`src/rtl/mpuart_pkg.sv`:
```
package mpuart_pkg;

  typedef enum logic [1:0] {
    FMT_OFF = 2'b00,
    FMT_8V  = 2'b01,
    FMT_9F  = 2'b10,
    FMT_9V  = 2'b11
  } fmt_e;

  typedef enum logic {
    RX_IDLE = 1'b0,
    RX_BUSY = 1'b1
  } rx_st_e;

endpackage

```
`src/rtl/mpuart_tx.sv`:
```
module mpuart_tx #(
  parameter int OVS = 16,
  parameter int DW  = 8
) (
  input  logic          clk,
  input  logic          rst_n,
  input  logic          bt,
  input  logic          load,
  input  logic          nine,
  input  logic [DW-1:0] data,
  input  logic          bit9,
  output logic          txd,
  output logic          busy,
  output logic          stop_go
);
  localparam int TW = $clog2(OVS);
  localparam int FW = DW + 3;
  localparam int BW = $clog2(FW + 1);

  logic          busy_q, busy_d;
  logic [FW-1:0] sh_q, sh_d;
  logic [BW-1:0] bcnt_q, bcnt_d, last_q, last_d;
  logic [TW-1:0] tcnt_q, tcnt_d;

  always_comb begin
    busy_d  = busy_q;
    sh_d    = sh_q;
    bcnt_d  = bcnt_q;
    last_d  = last_q;
    tcnt_d  = tcnt_q;
    stop_go = 1'b0;
    if (!busy_q) begin
      if (load) begin
        busy_d = 1'b1;
        sh_d   = nine ? {1'b1, bit9, data, 1'b0} : {2'b11, data, 1'b0};
        bcnt_d = '0;
        tcnt_d = '0;
        last_d = nine ? BW'(DW + 2) : BW'(DW + 1);
      end
    end else if (bt) begin
      if (tcnt_q == TW'(OVS - 1)) begin
        tcnt_d = '0;
        if (bcnt_q == last_q) begin
          busy_d = 1'b0;
        end else begin
          bcnt_d = bcnt_q + 1'b1;
          sh_d   = {1'b1, sh_q[FW-1:1]};
          if (bcnt_q + 1'b1 == last_q) stop_go = 1'b1;
        end
      end else begin
        tcnt_d = tcnt_q + 1'b1;
      end
    end
  end

  always_ff @(posedge clk or negedge rst_n) begin
    if (!rst_n) begin
      busy_q <= 1'b0;
      sh_q   <= '1;
      bcnt_q <= '0;
      last_q <= '0;
      tcnt_q <= '0;
    end else begin
      busy_q <= busy_d;
      sh_q   <= sh_d;
      bcnt_q <= bcnt_d;
      last_q <= last_d;
      tcnt_q <= tcnt_d;
    end
  end

  assign txd  = busy_q ? sh_q[0] : 1'b1;
  assign busy = busy_q;
endmodule

```
`src/rtl/mpuart_rx.sv`:
```
module mpuart_rx import mpuart_pkg::*; #(
  parameter int OVS = 16,
  parameter int DW  = 8
) (
  input  logic          clk,
  input  logic          rst_n,
  input  logic          bt,
  input  logic          en,
  input  logic          nine,
  input  logic          rxd_s,
  output logic          fin,
  output logic          stop_ok,
  output logic [DW-1:0] rx_byte,
  output logic          rx_b9
);
  localparam int TW = $clog2(OVS);
  localparam int FW = DW + 1;
  localparam int BW = $clog2(DW + 3);
  localparam logic [TW-1:0] S0 = TW'(OVS / 2 - 1);
  localparam logic [TW-1:0] S1 = TW'(OVS / 2);
  localparam logic [TW-1:0] S2 = TW'(OVS / 2 + 1);

  rx_st_e        st_q, st_d;
  logic          prev_q;
  logic [TW-1:0] tcnt_q, tcnt_d;
  logic [BW-1:0] bcnt_q, bcnt_d, last;
  logic [1:0]    ones_q, ones_d, sum;
  logic [FW-1:0] sh_q, sh_d;
  logic          vote;

  assign last = nine ? BW'(DW + 2) : BW'(DW + 1);
  assign sum  = ones_q + {1'b0, rxd_s};
  assign vote = (sum >= 2'd2);

  always_comb begin
    st_d   = st_q;
    tcnt_d = tcnt_q;
    bcnt_d = bcnt_q;
    ones_d = ones_q;
    sh_d   = sh_q;
    fin    = 1'b0;
    case (st_q)
      RX_IDLE: begin
        if (en && prev_q && !rxd_s) begin
          st_d   = RX_BUSY;
          tcnt_d = '0;
          bcnt_d = '0;
          ones_d = '0;
        end
      end
      RX_BUSY: begin
        if (!en) begin
          st_d = RX_IDLE;
        end else if (bt) begin
          if (tcnt_q == S0 || tcnt_q == S1) ones_d = sum;
          if (tcnt_q == S2) begin
            ones_d = '0;
            if (bcnt_q == '0) begin
              if (vote) st_d = RX_IDLE;
            end else if (bcnt_q == last) begin
              fin  = 1'b1;
              st_d = RX_IDLE;
            end else begin
              sh_d = {vote, sh_q[FW-1:1]};
            end
          end
          if (tcnt_q == TW'(OVS - 1)) begin
            tcnt_d = '0;
            bcnt_d = bcnt_q + 1'b1;
          end else begin
            tcnt_d = tcnt_q + 1'b1;
          end
        end
      end
      default: st_d = RX_IDLE;
    endcase
  end

  always_ff @(posedge clk or negedge rst_n) begin
    if (!rst_n) begin
      st_q   <= RX_IDLE;
      prev_q <= 1'b1;
      tcnt_q <= '0;
      bcnt_q <= '0;
      ones_q <= '0;
      sh_q   <= '0;
    end else begin
      st_q   <= st_d;
      prev_q <= rxd_s;
      tcnt_q <= tcnt_d;
      bcnt_q <= bcnt_d;
      ones_q <= ones_d;
      sh_q   <= sh_d;
    end
  end

  assign stop_ok = vote;
  assign rx_byte = nine ? sh_q[DW-1:0] : sh_q[DW:1];
  assign rx_b9   = sh_q[DW];
endmodule

```
`src/rtl/mpuart_amatch.sv`:
```
module mpuart_amatch #(
  parameter int DW = 8
) (
  input  logic [DW-1:0] byte_in,
  input  logic [DW-1:0] addr,
  input  logic [DW-1:0] mask,
  output logic          hit
);
  logic [DW-1:0] bcast;
  logic          own_hit, bc_hit;

  assign bcast   = addr | mask;
  assign own_hit = ((byte_in ^ addr) & mask) == '0;
  assign bc_hit  = (~byte_in & bcast) == '0;
  assign hit     = own_hit | bc_hit;
endmodule

```
`src/rtl/mpuart.sv`:
```
module mpuart import mpuart_pkg::*; #(
  parameter int OVS     = 16,
  parameter int DW      = 8,
  parameter int FIX_DIV = 4
) (
  input  logic          clk,
  input  logic          rst_n,
  input  logic          tick16,
  input  logic [1:0]    mode,
  input  logic          addr_filt_en,
  input  logic          rx_en,
  input  logic          tx_start,
  input  logic [DW-1:0] tx_data,
  input  logic          tx_bit9,
  input  logic [DW-1:0] local_addr,
  input  logic [DW-1:0] addr_mask,
  input  logic          rxd,
  input  logic          clr_txdone,
  input  logic          clr_rxdone,
  input  logic          clr_ferr,
  output logic          txd,
  output logic [DW-1:0] rx_data,
  output logic          rx_bit9,
  output logic          tx_done,
  output logic          rx_done,
  output logic          frame_err
);
  localparam int FDW = (FIX_DIV > 1) ? $clog2(FIX_DIV) : 1;

  fmt_e          fmt;
  logic          nine, active, bt, fix_tick;
  logic [1:0]    sync_q;
  logic          tx_busy, tx_stop_go;
  logic          rx_fin, rx_stop_ok, rx_b9_raw, addr_hit, rx_accept;
  logic [DW-1:0] rx_byte;
  logic          txdone_q, txdone_d, rxdone_q, rxdone_d, ferr_q, ferr_d;
  logic [DW-1:0] rdata_q, rdata_d;
  logic          rb9_q, rb9_d;

  assign fmt    = fmt_e'(mode);
  assign nine   = (fmt == FMT_9F) || (fmt == FMT_9V);
  assign active = (fmt != FMT_OFF);

  generate
    if (FIX_DIV > 1) begin : g_fdiv
      logic [FDW-1:0] fcnt_q, fcnt_d;
      assign fix_tick = (fcnt_q == FDW'(FIX_DIV - 1));
      always_comb fcnt_d = fix_tick ? '0 : fcnt_q + 1'b1;
      always_ff @(posedge clk or negedge rst_n) begin
        if (!rst_n) fcnt_q <= '0;
        else        fcnt_q <= fcnt_d;
      end
    end else begin : g_fnodiv
      assign fix_tick = 1'b1;
    end
  endgenerate

  assign bt = (fmt == FMT_9F) ? fix_tick : (active & tick16);

  always_ff @(posedge clk or negedge rst_n) begin
    if (!rst_n) sync_q <= 2'b11;
    else        sync_q <= {sync_q[0], rxd};
  end

  mpuart_tx #(.OVS(OVS), .DW(DW)) u_tx (
    .clk(clk), .rst_n(rst_n), .bt(bt), .load(tx_start & active),
    .nine(nine), .data(tx_data), .bit9(tx_bit9),
    .txd(txd), .busy(tx_busy), .stop_go(tx_stop_go)
  );

  mpuart_rx #(.OVS(OVS), .DW(DW)) u_rx (
    .clk(clk), .rst_n(rst_n), .bt(bt), .en(rx_en & active),
    .nine(nine), .rxd_s(sync_q[1]), .fin(rx_fin), .stop_ok(rx_stop_ok),
    .rx_byte(rx_byte), .rx_b9(rx_b9_raw)
  );

  mpuart_amatch #(.DW(DW)) u_am (
    .byte_in(rx_byte), .addr(local_addr), .mask(addr_mask), .hit(addr_hit)
  );

  always_comb begin
    rx_accept = rx_fin && (!addr_filt_en ||
                (nine ? (rx_b9_raw && addr_hit) : (rx_stop_ok && addr_hit)));
    txdone_d = clr_txdone ? 1'b0 : txdone_q;
    if (tx_stop_go) txdone_d = 1'b1;
    rxdone_d = clr_rxdone ? 1'b0 : rxdone_q;
    if (rx_accept) rxdone_d = 1'b1;
    ferr_d = clr_ferr ? 1'b0 : ferr_q;
    if (rx_fin && !rx_stop_ok) ferr_d = 1'b1;
    rdata_d = rx_accept ? rx_byte : rdata_q;
    rb9_d   = rx_accept ? (nine ? rx_b9_raw : rx_stop_ok) : rb9_q;
  end

  always_ff @(posedge clk or negedge rst_n) begin
    if (!rst_n) begin
      txdone_q <= 1'b0;
      rxdone_q <= 1'b0;
      ferr_q   <= 1'b0;
      rdata_q  <= '0;
      rb9_q    <= 1'b0;
    end else begin
      txdone_q <= txdone_d;
      rxdone_q <= rxdone_d;
      ferr_q   <= ferr_d;
      rdata_q  <= rdata_d;
      rb9_q    <= rb9_d;
    end
  end

  assign tx_done   = txdone_q;
  assign rx_done   = rxdone_q;
  assign frame_err = ferr_q;
  assign rx_data   = rdata_q;
  assign rx_bit9   = rb9_q;
endmodule

```
`config.mk`:
```
export PLATFORM = sky130hd
export DESIGN_NAME = mpuart
export DESIGN_NICKNAME = d
export VERILOG_FILES = /design/src/rtl/mpuart_pkg.sv /design/src/rtl/mpuart_tx.sv /design/src/rtl/mpuart_rx.sv /design/src/rtl/mpuart_amatch.sv /design/src/rtl/mpuart.sv
export SDC_FILE = /design/constraint.sdc
export NUM_CORES = 1
export LEC_CHECK = 0
export ABC_CLOCK_PERIOD_IN_PS = 3010
export BUFFER_PORTS_ARGS = -buffer_cell sky130_fd_sc_hd__buf_2
export CORE_MARGIN = 3
export CORE_UTILIZATION = 40
export DETAILED_ROUTE_END_ITERATION = 12
export GPL_TIMING_DRIVEN = 0
export PLACE_DENSITY = 0.71
export SKIP_CTS_REPAIR_TIMING = 1
export SLEW_MARGIN = 15
export SYNTH_ARGS = -nofsm -noshare
export SYNTH_HDL_FRONTEND = slang
export SYNTH_SLANG_ARGS = --single-unit
```
`constraint.sdc`:
```
create_clock -name clk -period 3.01 [get_ports clk]
set_input_delay 0 -clock clk [delete_from_list [all_inputs] [get_ports clk]]
set_output_delay 0 -clock clk [all_outputs]
set_load 0.05 [all_outputs]
```
After elaboration in Yosys (flattened, before gate mapping) --
Index checks and enable logic that the tools add are counted.
Storage, ports and cells: bits in registers 61, output and inout port bits 13
Cells by class: add/subtract/negate cells 6, magnitude comparators 1, eq/ne operators 19, mux-type cells 66, bitwise gates (word level) 13, reduce and logical (&&, ||, !) cells 27
Operators with widths (count):
- $mux W4 | 15
- $mux W11 | 5
- $mux W1 | 33
- $add A4 B1 Y4 const B | 4
- $and A8 B8 Y8 | 2
- $eq A4 B4 Y1 const B | 4
- $logic_not A8 Y1 | 2
- $pmux W4 S2 | 2
- $mux W2 | 7
- $eq A4 B4 Y1 | 3
- $reduce_and A4 Y1 | 3
- $mux W10 | 1
- $ne A2 B2 Y1 const B | 5
- $reduce_bool A2 Y1 | 5
- $mux W8 | 1
- $not A8 Y8 | 1
- $or A8 B8 Y8 | 1
- $xor A8 B8 Y8 | 1
- $eq A2 B2 Y1 const B | 3
- $logic_and A1 B1 Y1 | 6
- $reduce_and A6 Y1 | 1
- $eq A4 B3 Y1 const B | 1
- $logic_not A4 Y1 | 1
- $ne A2 B1 Y1 const B | 2
- other kinds (13) | 23

Depth between registers and ports, before layout --
depth after elaboration 12, gate-level depth with buffers 9, mapped depth without buffers 8

Cells and area by module --
A second synthesis with hierarchy kept.
Unflattened totals: cells, all modules 279, area, all modules 3234.4 um^2
By module, submodules not included:
- mpuart_rx | times used 1, cells each 109, area an instance 1266.2 um^2, sequential area each 526.8 um^2
- mpuart_tx | times used 1, cells each 97, area an instance 1141.1 um^2, sequential area each 563.0 um^2
- mpuart | times used 1, cells each 47, area an instance 636.9 um^2, sequential area each 402.9 um^2
- mpuart_amatch | times used 1, cells each 26, area an instance 190.2 um^2, sequential area each 0.0 um^2

Worst setup path before layout --
Ideal clock, no wire load.
path kind register -> register, start register sync_q[1], end register rdata_q[0], in the netlist rx_data[0], arrival time 2185 ps, setup slack 699 ps, cell stages (with the launch flop) 9, buffers on the path 1, period minus slack after synthesis 2311 ps, cell sequence dfstp_2 > ha_1 > xor2_1 > mux2_2 > or3b_2 > clkbuf_1 > nand3_1 > o21ai_0 > a221o_1
Between the ends: cells in the longest elaborated chain, start to end 6
RTL lines:
- start, declared | line mpuart.sv:32 | logic [1:0] sync_q;
- start signal, assigned | line mpuart.sv:62 | else sync_q <= {sync_q[0], rxd};
- $add A2 B1 Y2 | line mpuart_rx.sv:32 | assign sum = ones_q + {1'b0, rxd_s};
- $ge A2 B2 Y1 | line mpuart_rx.sv:33 | assign vote = (sum >= 2'd2);
- $logic_and A1 B1 Y1 | line mpuart.sv:83 | (nine ? (rx_b9_raw && addr_hit) : (rx_stop_ok && addr_hit)));
- $mux W1 | line mpuart.sv:83
- $logic_or A1 B1 Y1 | line mpuart.sv:82 | rx_accept = rx_fin && (!addr_filt_en ||
- $logic_and A1 B1 Y1 | line mpuart.sv:82
- end signal, assigned | line mpuart.sv:105 | rdata_q <= rdata_d;
- end, declared | line mpuart.sv:37 | logic [DW-1:0] rdata_q, rdata_d;
Every way passes these cells. A chain may end at the register's enable or synchronous reset.

Worst setup path after layout --
start register sync_q[1], end register rdata_q[3], in the netlist rx_data[3]
Same word-level chain as after synthesis.

==> run_results.csv <==
group,metric,value,unit
run_status,status,"complete, but fails checks",
run_status,violations,"negative hold slack",
die,dieArea,9411,um^2
drt,drc,0,
layout,fin_cells,516,
sta,finClkSkew,8.002,ps
sta,min_period,2608,ps
clock_network,cts_root_buf,"clkbuf_8",
clock_network,h-tree-depth,3,
global_routing,grt_pass1_vias,2568,
synthesis,synth-seq-area-share,45.05,%
synthesis,syn-num-nets,382,
job,max_cap_viol_count,0,
setup_path,crit_fanout,10,
clock_network,clkSlewWorstSetupHoldPaths,60,ps
drt,drt_pre_antenna_iters,4,
layout,area_growth,22.09,%
die,start_util,42.01,%
setup_path,path_class,"flop to flop",
drt,drt-total-wl,7283,um
global_routing,antenna_found_initial,0,
sta,setup_viol,0,
setup_path,cpPeakStageDelay,570,ps
pwr,total_power,2.299,mW
layout,final_design_area_no_fill,4045,um^2
sta,fin_setup_tns,0,ps
layout,nNetsFinal,455,
synthesis,yosysTopAreaCellShare,34.74,%
die,die_x,97.01,um
setup_path,critPathSlowestCell,"dfstp_2",
die,ios,50,
clock_network,cts_sinks,59,
drt,antenna_left,0,
global_routing,grt_usage,16.00,%
die,die_h,97.01,um
sta,fin_hold_ws,-16.37,ps
clock_network,cts_buffers,9,
synthesis,synth-seq-cells,59,
drt,wl_per_cell,14.11,um
placement,gp_congestion,0.8139,
layout,antennaDiodeCount,0,
synthesis,synth_area,3313,um^2
clock_network,insertion_delay,340,ps
setup_path,startpoint,"sync_q[1]",
die,core_area,7888,um^2
synthesis,async_flop_share,100.0,%
synthesis,synth_common_cells,"46 x dfrtp_1, 40 x nand2_1, 25 x o21ai_0, 23 x mux2i_1, 23 x nor2_1",
clock_network,clk_path_buf_depth,2,
sta,hold_violations,2,
drt,avgViaCountPerCell,5.281,
placement,io_buffers,49,
pwr,ir_drop,0.0002406,V
sta,grt_setup_unrepaired,"no",
drt,routed-via-count,2725,
synthesis,yosysTopAreaCell,"dfrtp_1",
placement,place_inst,487,
synthesis,synth_cells,336,
synthesis,synth-main-ff-cell,"dfrtp_1",
synthesis,synthDistinctLibCells,49,
global_routing,grt_max_degree,60,
setup_path,start_kind,"flop",
synthesis,synth_edf_count,0,
global_routing,grt_pass1_wl,12320,um
sta,drv_slew,0,
synthesis,netlist_top_cells_area,"dfrtp_1 35%, dfstp_2 10%, mux2i_1 6.9%",
setup_path,worstPathArrival,2830,ps
placement,dp_hpwl,5251,um
layout,drive_above_1_share,26.33,%
sta,slew_headroom,50.77,%
drt,drt_iter0_markers,132,
clock_network,cts_tree,"done",
layout,nFillCells,734,
setup_path,cp_cell_sequence,"ha_1 > xor2_1 > mux2_2 > or3b_2 > clkbuf_1 > nand3_1 > o21ai_0 > a221o_1",
setup_path,endpoint_kind,"flop",
sta,worst_pin_slew,738.4,ps
synthesis,yosysWarningCount,0,
die,row_count,32,
setup_path,reg2reg_from,"sync_q[1]",
sta,finalCritPeriodShare,86.66,%
synthesis,synth.avg_cell_area,9.861,um^2
sta,max_freq,383.4,MHz
synthesis,synth_most_common_cell,"dfrtp_1",
global_routing,grt_overflow,0,
pwr,cellPowerDensity,568.3,nW/um^2
pwr,p_leak,1.958,nW
worst_hold_path,hold_path_startpoint,"tx_data[2]",
worst_hold_path,hold_class,"input pin to flop",
placement,place_area,3689,um^2
setup_path,cp.required,3230,ps
-- metal layers --
metal  track usage [%]  wire length [um]  vias up
met1             21.42              3389     1292
met2             24.68              3425       68
met3             3.677               349       11
met4             7.127               119        0
met5                 0                 0        -
li1                  -                 -     1354
-- cell usage in the layout (no fill, tap or decap), types with 13 or more instances in the layout --
| cell | Yosys | final |
|---|---|---|
| a21oi_1 | 16 | 16 |
| buf_2 | 1 | 49 |
| dfrtp_1 | 46 | 46 |
| dfstp_2 | 13 | 13 |
| dlygate4sd3_1 | 0 | 13 |
| inv_1 | 13 | 13 |
| mux2_2 | 18 | 18 |
| mux2i_1 | 23 | 23 |
| nand2_1 | 40 | 40 |
| nand3_1 | 21 | 21 |
| nor2_1 | 23 | 23 |
| o21ai_0 | 25 | 25 |
-- critical path, delay by kind of cell, from the launching register on --
kind                     cells  cell delay [ps]
buffers and inverters        1              240
multiplexers                 1              230
XOR/XNOR                     1              320
adder cells (fa/ha/maj)      1              200
AO/OA/AOI/OAI                2              360
AND/OR/NAND/NOR              2              570
flip-flops                   1              570
-- registers in the layout, indices dropped and copies added, names as in the netlist, 2 cells and up --
| name | cells |
|---|---|
| u_rx.sh_q | 9 |
| u_rx.ones_q | 2 |
| u_rx.bcnt_q | 4 |
| u_tx.sh_q | 10 |
| u_tx.last_q | 3 |
| u_tx.tcnt_q | 4 |
| rx_data | 8 |
| u_tx.bcnt_q | 4 |
| sync_q | 2 |
| u_rx.tcnt_q | 4 |
| g_fdiv.fcnt_q | 2 |
-- metrics by stage --
stage	util, %	setup slack (ps)
after floorplan	-	699.0
after global placement	46.73	421.4
after detailed placement	46.76	413.5
after CTS	49.64	393.4
after global routing	51.28	225.2
final	51.28	401.5
-- final cells by class --
class                   count  area [um^2]  area share [%]
plain buffers              11        61.31           1.516
clock inverters             5        75.07           1.856
flip-flops and latches     59         1493           36.90
well taps                 102        127.6           3.155
repair buffers             62        377.9           9.341
multi-input cells         253         1710           42.28
clock buffers              11        151.4           3.743
inverters                  13        48.80           1.206
-- cells by family (layout without fill, tap and decap cells) --
logic type                 Yosys count  after routing  synth area share [%]
AOI/OAI and AO/OA                   70             70                 13.60
xor gates and xnor gates            10             10                 2.644
adders and majority gates            9              9                 3.399
buffers and inverters               24            102                 3.323
DFF                                 59             59                 45.05
muxes                               41             41                 13.07
and+or+nand+nor                    123            123                 18.92
-- path summary, 6_finish.rpt --
kind	cells after the start	slack (ps)	end
worst max-delay path	8	400	rx_data[3]
worst min-delay path	3	-20	u_tx.sh_q[3]
worst max register to register	8	400	rx_data[3]
worst min register to register	0	360	sync_q[1]
max in group asynchronous	2	2250	u_rx.bcnt_q[0]
min in group asynchronous	2	250	u_tx.tcnt_q[0]
-- power breakdown --
part | leakage [nW] | total [mW] | switching (mW) | internal, mW
clock network | 0.119 | 0.820 | 0.313 | 0.507
registers | 0.742 | 1.05 | 0.0923 | 0.961
logic | 1.10 | 0.426 | 0.232 | 0.194
Note: power is estimated with default switching activity, not from simulation.
